**src/rtl/regex_nfa_pkg.sv**
```systemverilog
package regex_nfa_pkg;

  localparam int NUM_STATES = 15;
  localparam int MAX_FANIN  = 6;
  localparam int CHAR_W     = 8;
  localparam int CLASS_W    = 2;

  localparam int CLS_DIGIT = 0;
  localparam int CLS_SPACE = 1;

  // State positions of hac?k{1,2}er[0-9]*(\s*tcp|udp)+
  localparam int ST_H    = 0;
  localparam int ST_A    = 1;
  localparam int ST_COPT = 2;
  localparam int ST_K1   = 3;
  localparam int ST_K2   = 4;
  localparam int ST_E    = 5;
  localparam int ST_R    = 6;
  localparam int ST_DIG  = 7;
  localparam int ST_WS   = 8;
  localparam int ST_T    = 9;
  localparam int ST_TC   = 10;
  localparam int ST_TP   = 11;
  localparam int ST_U    = 12;
  localparam int ST_UD   = 13;
  localparam int ST_UP   = 14;

  typedef enum logic {SRC_LOCAL = 1'b0, SRC_CLASS = 1'b1} hit_src_e;

  typedef struct packed {
    hit_src_e   src;
    logic [7:0] lit;
    logic [3:0] cls;
  } cell_cfg_t;

  typedef logic [NUM_STATES-1:0] state_vec_t;
  typedef logic [MAX_FANIN-1:0]  fanin_t;

  function automatic cell_cfg_t cell_cfg(input int idx);
    cell_cfg_t c;
    c.src = SRC_LOCAL;
    c.cls = 4'd0;
    case (idx)
      ST_H:    c.lit = 8'h68; // h
      ST_A:    c.lit = 8'h61; // a
      ST_COPT: c.lit = 8'h63; // c
      ST_K1:   c.lit = 8'h6B; // k
      ST_K2:   c.lit = 8'h6B; // k
      ST_E:    c.lit = 8'h65; // e
      ST_R:    c.lit = 8'h72; // r
      ST_T:    c.lit = 8'h74; // t
      ST_TC:   c.lit = 8'h63; // c
      ST_TP:   c.lit = 8'h70; // p
      ST_U:    c.lit = 8'h75; // u
      ST_UD:   c.lit = 8'h64; // d
      ST_UP:   c.lit = 8'h70; // p
      ST_DIG: begin c.lit = 8'h00; c.src = SRC_CLASS; c.cls = 4'(CLS_DIGIT); end
      default: begin c.lit = 8'h00; c.src = SRC_CLASS; c.cls = 4'(CLS_SPACE); end
    endcase
    return c;
  endfunction

  function automatic state_vec_t accept_mask();
    state_vec_t m;
    m = '0;
    m[ST_TP] = 1'b1;
    m[ST_UP] = 1'b1;
    return m;
  endfunction

  // Bounded repetition k{1,2}: the last n-m+1 = 2 copies may exit.
  function automatic logic k_exit(input state_vec_t s);
    return s[ST_K1] | s[ST_K2];
  endfunction

  // Star: exit either from the state before it (bypass) or from its own cell.
  function automatic logic digit_exit(input state_vec_t s);
    return s[ST_R] | s[ST_DIG];
  endfunction

  // One-or-more group: entered from the digit run or fed back from its exits.
  function automatic logic group_entry(input state_vec_t s);
    return digit_exit(s) | s[ST_TP] | s[ST_UP];
  endfunction

  function automatic fanin_t fanin_of(input int idx, input state_vec_t s, input logic start);
    fanin_t f;
    f = '0;
    case (idx)
      ST_H:    f[0]   = start;
      ST_A:    f[0]   = s[ST_H];
      ST_COPT: f[0]   = s[ST_A];
      ST_K1:   f[1:0] = {s[ST_COPT], s[ST_A]};
      ST_K2:   f[0]   = s[ST_K1];
      ST_E:    f[0]   = k_exit(s);
      ST_R:    f[0]   = s[ST_E];
      ST_DIG:  f[1:0] = {s[ST_DIG], s[ST_R]};
      ST_WS:   f[1:0] = {s[ST_WS], group_entry(s)};
      ST_T:    f[1:0] = {s[ST_WS], group_entry(s)};
      ST_TC:   f[0]   = s[ST_T];
      ST_TP:   f[0]   = s[ST_TC];
      ST_U:    f[0]   = group_entry(s);
      ST_UD:   f[0]   = s[ST_U];
      default: f[0]   = s[ST_UD];
    endcase
    return f;
  endfunction

endpackage

```
**src/rtl/rnfa_hit_sel.sv**
```systemverilog
module rnfa_hit_sel #(
  parameter int              CHAR_W    = 8,
  parameter int              CLASS_W   = 2,
  parameter bit              USE_CLASS = 1'b0,
  parameter logic [CHAR_W-1:0] LIT     = '0,
  parameter int              CLS_IDX   = 0
) (
  input  logic [CHAR_W-1:0]  char_i,
  input  logic [CLASS_W-1:0] class_i,
  output logic               hit_o
);
  logic lit_hit_w;
  logic cls_hit_w;

  assign lit_hit_w = (char_i == LIT);
  assign cls_hit_w = class_i[CLS_IDX];
  assign hit_o     = USE_CLASS ? cls_hit_w : lit_hit_w;

  initial begin
    assert (CLS_IDX < CLASS_W) else $error("class index out of range");
  end
endmodule

```
**src/rtl/rnfa_route.sv**
```systemverilog
module rnfa_route
  import regex_nfa_pkg::*;
#(
  parameter int NS = NUM_STATES,
  parameter int FW = MAX_FANIN
) (
  input  logic [NS-1:0]         state_i,
  input  logic                  start_i,
  output logic [NS-1:0][FW-1:0] fanin_o
);
  always_comb begin
    for (int i = 0; i < NS; i++) begin
      fanin_o[i] = fanin_of(i, state_i, start_i);
    end
  end
endmodule

```
**src/rtl/rnfa_state_cell.sv**
```systemverilog
module rnfa_state_cell #(
  parameter int FANIN_W = 6
) (
  input  logic               clk_i,
  input  logic               rst_i,
  input  logic               adv_i,
  input  logic [FANIN_W-1:0] fanin_i,
  input  logic               hit_i,
  output logic               state_o
);
  logic enter_w;
  logic set_w;
  logic state_q;

  assign enter_w = |fanin_i;
  assign set_w   = enter_w & hit_i;

  always_ff @(posedge clk_i) begin
    if (rst_i)      state_q <= 1'b0;
    else if (adv_i) state_q <= set_w;
  end

  assign state_o = state_q;

  // reset clears the cell
  p_reset_clear_r1: assert property (@(posedge clk_i) rst_i |=> !state_o);
  // no taken byte, no change
  p_hold_r2: assert property (@(posedge clk_i) disable iff (rst_i)
    !adv_i |=> $stable(state_o));
  // label mismatch leaves the cell off
  p_gate_r3: assert property (@(posedge clk_i) disable iff (rst_i)
    (adv_i && !hit_i) |=> !state_o);
  // no active predecessor leaves the cell off
  p_fanin_r3: assert property (@(posedge clk_i) disable iff (rst_i)
    (adv_i && !enter_w) |=> !state_o);
endmodule

```
**src/rtl/regex_nfa_chain.sv**
```systemverilog
module regex_nfa_chain
  import regex_nfa_pkg::*;
#(
  parameter int CHAR_W  = regex_nfa_pkg::CHAR_W,
  parameter int CLASS_W = regex_nfa_pkg::CLASS_W
) (
  input  logic               clk_i,
  input  logic               rst_i,
  input  logic               char_vld_i,
  input  logic [CHAR_W-1:0]  char_i,
  input  logic [CLASS_W-1:0] class_i,
  output logic               match_o
);
  localparam int NS = NUM_STATES;
  localparam int FW = MAX_FANIN;
  localparam logic [NS-1:0] ACCEPT = accept_mask();

  logic [NS-1:0]         state_w;
  logic [NS-1:0]         hit_w;
  logic [NS-1:0][FW-1:0] fanin_w;
  logic                  start_w;

  // Unanchored search: a new attempt may begin at every taken byte.
  assign start_w = 1'b1;

  rnfa_route #(.NS(NS), .FW(FW)) u_route (
    .state_i (state_w),
    .start_i (start_w),
    .fanin_o (fanin_w)
  );

  for (genvar g = 0; g < NS; g++) begin : g_cell
    localparam cell_cfg_t CFG = cell_cfg(g);

    rnfa_hit_sel #(
      .CHAR_W    (CHAR_W),
      .CLASS_W   (CLASS_W),
      .USE_CLASS (CFG.src == SRC_CLASS),
      .LIT       (CHAR_W'(CFG.lit)),
      .CLS_IDX   (int'(CFG.cls))
    ) u_hit (
      .char_i  (char_i),
      .class_i (class_i),
      .hit_o   (hit_w[g])
    );

    rnfa_state_cell #(.FANIN_W(FW)) u_cell (
      .clk_i   (clk_i),
      .rst_i   (rst_i),
      .adv_i   (char_vld_i),
      .fanin_i (fanin_w[g]),
      .hit_i   (hit_w[g]),
      .state_o (state_w[g])
    );
  end

  assign match_o = |(state_w & ACCEPT);

  // match flag frozen while no byte is taken
  p_match_hold_r2: assert property (@(posedge clk_i) disable iff (rst_i)
    !char_vld_i |=> $stable(match_o));
  // a taken 'h' always opens an attempt
  p_start_any_r4: assert property (@(posedge clk_i) disable iff (rst_i)
    (char_vld_i && char_i == CHAR_W'(8'h68)) |=> state_w[ST_H]);
  // the optional c is entered only straight after 'a'
  p_opt_c_r5: assert property (@(posedge clk_i) disable iff (rst_i)
    ($past(char_vld_i) && state_w[ST_COPT]) |-> $past(state_w[ST_A]));
  // second k only directly after the first
  p_k_pair_r6: assert property (@(posedge clk_i) disable iff (rst_i)
    ($past(char_vld_i) && state_w[ST_K2]) |-> $past(state_w[ST_K1]));
  // match only rises on a taken byte
  p_match_rise_r11: assert property (@(posedge clk_i) disable iff (rst_i)
    $rose(match_o) |-> $past(char_vld_i));
endmodule

```
**config.mk**
```make
export PLATFORM = sky130hd
export DESIGN_NAME = regex_nfa_chain
export DESIGN_NICKNAME = d
export VERILOG_FILES = /design/src/rtl/regex_nfa_pkg.sv /design/src/rtl/rnfa_hit_sel.sv /design/src/rtl/rnfa_route.sv /design/src/rtl/rnfa_state_cell.sv /design/src/rtl/regex_nfa_chain.sv
export SDC_FILE = /design/constraint.sdc
export NUM_CORES = 1
export LEC_CHECK = 0
export CAP_MARGIN = 20
export CORE_MARGIN = 10
export CORE_UTILIZATION = 59
export CTS_CLUSTER_SIZE = 10
export DETAILED_ROUTE_END_ITERATION = 8
export GPL_ROUTABILITY_DRIVEN = 0
export HOLD_SLACK_MARGIN = 0.1
export PLACE_DENSITY = 0.84
export SYNTH_ARGS = -nofsm -noshare
export SYNTH_HDL_FRONTEND = slang
export SYNTH_HIERARCHICAL = 1
export SYNTH_SLANG_ARGS = --single-unit
```
**constraint.sdc**
```tcl
create_clock -name clk_i -period 2.2 [get_ports clk_i]
set_input_delay 0.33 -clock clk_i [delete_from_list [all_inputs] [get_ports clk_i]]
set_output_delay 0.33 -clock clk_i [all_outputs]
set_load 0.03 [all_outputs]
```
Word level (Yosys, flattened, before mapping)

Cells that the tools add are included.

Bits in registers: 15
Bits in latches: 0
Bits in writable memories: 0
ROM bits: 0
Input port bits: 13
Output and inout bits: 1
Logic and storage cells: 47
Memories kept: 0

Add/subtract/negate cells: 0
Multiply operators: 0
Div/mod/pow operators: 0
Magnitude comparators: 0
Equality and inequality tests: 10
Shifts and indexed selects: 0
Muxes and demuxes: 0
Bitwise gates (word level): 18
Reduce and logical (&&, ||, !) cells: 4

Operator list:

| operator             | number |
|---|---|
| $eq A8 B7 Y1 const B | 10 |
| $and A1 B1 Y1        | 14 |
| $reduce_or A2 Y1     | 4 |
| $or A1 B1 Y1         | 4 |

Longest topological paths before layout

Depth in word-level cells: 5
Depth in mapped cells: 5
Gate-level depth less buffers: 4

Cells and area by module

Netlist, hierarchy kept.

By module, submodules not included:

| module                               | times used | cells each | area an instance (um2) | sequential area each (um2) |
|---|---|---|---|---|
| rnfa_state_cell                      | 15         | 5          | 55.1                   | 20.0 |
| rnfa_route                           | 1          | 91         | 678.2                  | 0.0 |
| rnfa_hit_sel at g_cell[0].u_hit ...  | 6          | 3          | 23.8                   | 0.0 |
| rnfa_hit_sel at g_cell[10].u_hit ... | 4          | 3          | 27.5                   | 0.0 |
| rnfa_hit_sel at g_cell[11].u_hit ... | 3          | 3          | 26.3                   | 0.0 |
| rnfa_hit_sel at g_cell[7].u_hit ...  | 2          | 1          | 7.5                    | 0.0 |
| regex_nfa_chain                      | 1          | 2          | 10.0                   | 0.0 |

Worst setup path before layout

No wires, ideal clock.

Kind: register to register
From: register g_cell[7].u_cell.state_q
To: register g_cell[12].u_cell.state_q
Setup time: 0.123 ns
Data arrival time: 1.783 ns
Data required time: 2.077 ns
Setup slack: 0.294 ns
Cell stages (with the launch flop): 6
Path buffers: 1
Clock period less this slack: 1.906 ns
Cells stage by stage: dfxtp_1 -> or4_1 -> buf_4 -> or4_1 -> o311ai_2 -> a21oi_1

RTL lines:

| what                     | RTL line              | RTL |
|---|---|---|
| start: declaration       | rnfa_state_cell.sv:13 | `logic state_q;` |
| start signal: assignment | rnfa_state_cell.sv:20 | `else if (adv_i) state_q <= set_w;` |
| end signal: assignment   | rnfa_state_cell.sv:20 |  |
| end: declaration         | rnfa_state_cell.sv:13 |  |

==> flow_summary.ini <==
[clock_tree]
clk_latency_ps = 300
clkTransAtPathRegs_ps = 100
root_buffer = clkbuf_4
postCtsHoldBufs = 0
cts.path.max_buffers = 2
clock_sinks = 15
postCtsSetupBuffers = 0
cts_tree = done
htreeDepth = 1
cts_buffers = 3
post_cts_resized = 0

[timing]
fin_skew_ps = 6.47
max_freq_mhz = 526
fin_crit_sh_pct = 86.4
fin_crit_ps = 1900
drv_slew = 0
tightestPinTransition_ps = 564
hold_violations = 0
grt_setup_unrepaired = no
fin_ws_ps = 299
slew_headroom_pct = 62.3
setup-tns-final_ps = 0
setup_viol = 0

[detailed_routing]
drt_iter0_drc = 52
drt_drc_violations_left = 0
vias_per_cell = 4.64
wl_per_cell_um = 10.9
drt_wl_total_mm = 2.81
vias = 1197
antenna_left = 0
drtPass1Iterations = 4

[synthesis]
ys_seq_area_share_pct = 16.1
syn_area_sq_um = 1860
synthCells = 209
ys_ff_latch = 15
synth-simple-area-share_pct = 30.0
ys_warn_count = 6
synth_top_family_by_area = buffers and inverters
synthMuxAreaShare_pct = 0
syn_avg_cell_area_sq_um = 8.90
synthAdderAreaFrac_pct = 0
synth_top_area_share_pct = 36.3
synth.largest_area_cell = buf_4
synthDistinctLibCells = 17
synthTopCellsByArea = buf_4 (36%), dfxtp_1 (16%), o311ai_2 (13%)
synth_compound_area_share_pct = 17.1
synth-xor-area-share_pct = 0

[worst_setup_path]
worstSetupPathType = reg2reg
worstPathMaxFanout = 3
crit_path_start_kind = register
crit_top_cell = or4_1
slowest_stage = or4_1
cp_cell_sequence = or4_1, or4_1, o311ai_2, a21oi_1
arrival_ps = 2060
max_stage_delay_ps = 560
endpoint_kind = register
cp.required_ps = 2360

[flow_run]
maxCapViolations = 0

[cells_and_area]
area_growth_pct = -7.60
post-route-util_pct = 56.8
largest_reg_flops = 15
final_common_cell = conb_1
final_cell_mix = conb_1 (72), nand2b_1 (18), or4_1 (16)
antenna-diode-count = 0
drive_gt1_share_pct = 15.4
fin_nets = 228

[pwr]
pwr-share-comb_pct = 22.7
powerDensity_nw_per_um2 = 335
pwr-share-seq_pct = 47.8
total_power_uw = 575
swShare_pct = 30.3
pwr-share-clk_pct = 29.4
power.switching_uw = 174
ir_drop_v = 0.000263
p_int_uw = 401
p_leak_uw = 0.000615

[die]
initial_core_util_pct = 61.4
dieArea_sq_um = 5800
rows = 20
io_pins = 14
fp.dieW_um = 76.2
die_h_um = 76.2
core_sq_um = 3030

[global_route]
grt_max_degree = 31
grt-ovfl-total = 0
grt_pass1_wl_mm = 5.01
antenna_found_initial = 0
grt_usage_pct = 10.2
first_global_vias = 1165

[placement]
hpwl_mm = 2.16
port_buffers = 13
post-place-ws_ps = 155

[min_path]
hold_path_class = reg2reg

[status]
status = finished, final reports clean
## cell families after synthesis
group | count (synthesis)
AOI/OAI and AO/OA | 30
DFF | 15
and+or+nand+nor | 72
other | 2
buffers and inverters | 90
## final cells by class
type | instances | area [sq um]
Sequential cell | 15 | 300
Clock buffer | 4 | 26.3
Fill cell | 286 | 1310
Timing Repair Buffer | 21 | 190
Tap cell | 44 | 55.1
Multi-Input combinational cell | 174 | 1150
## power by group through the flow
stage / clock (uW) / sequential (uW) / combinational, uW
2_1_floorplan: 0 / 281 / 157
5_1_grt: 190 / 276 / 147
4_1_cts: 179 / 275 / 128
3_3_place_gp: 0 / 281 / 126
6_report: 169 / 275 / 131
3_5_place_dp: 0 / 282 / 128
## routing by layer
metal	routed length [um]	track usage, %	share of wire, %	vias to the layer above
met5	0	0	0	-
met4	56	5.58	2.0	0
met3	142	2.83	5.1	4
met2	1360	16.8	48	20
met1	1250	11.6	45	548
li1	-	-	-	625
## final timing paths
check | start | end | slack [ps] | cells after the start
setup / recovery | g_cell[7].u_cell/state_o | g_cell[9].u_cell/state_o | 300 | 4
hold / removal | g_cell[2].u_cell/state_o | g_cell[2].u_cell/state_o | 480 | 2
setup reg to reg | g_cell[7].u_cell/state_o | g_cell[9].u_cell/state_o | 300 | 4
hold reg to reg | g_cell[2].u_cell/state_o | g_cell[2].u_cell/state_o | 480 | 2
## metrics by stage
stage	hold WS, ps	std cells	area (sq um)
finish	476	258	1720
global route	497	258	1720
CTS	474	258	1720
detailed placement	457	254	1690
global placement	454	254	1690
floorplan	399	279	2120
## synthesized netlist by cell type (all sizes together)
library cell	count
nand4bb	6
or4b	2
dfxtp	15
nor4	6
o311ai	15
nand2b	18
and4b	3
a21oi	15
nor2	7
or4	16
conb	2
or2	2
nand2	3
nand4b	6
nor4bb	3
buf	90
## worst max-delay path, delay by kind of cell (launching register included)
family | cells | cell delay, ps
AND/OR/NAND/NOR | 2 | 1120
flip-flops | 1 | 330
AO/OA/AOI/OAI | 2 | 330
Power figures use the tool's default switching activity.
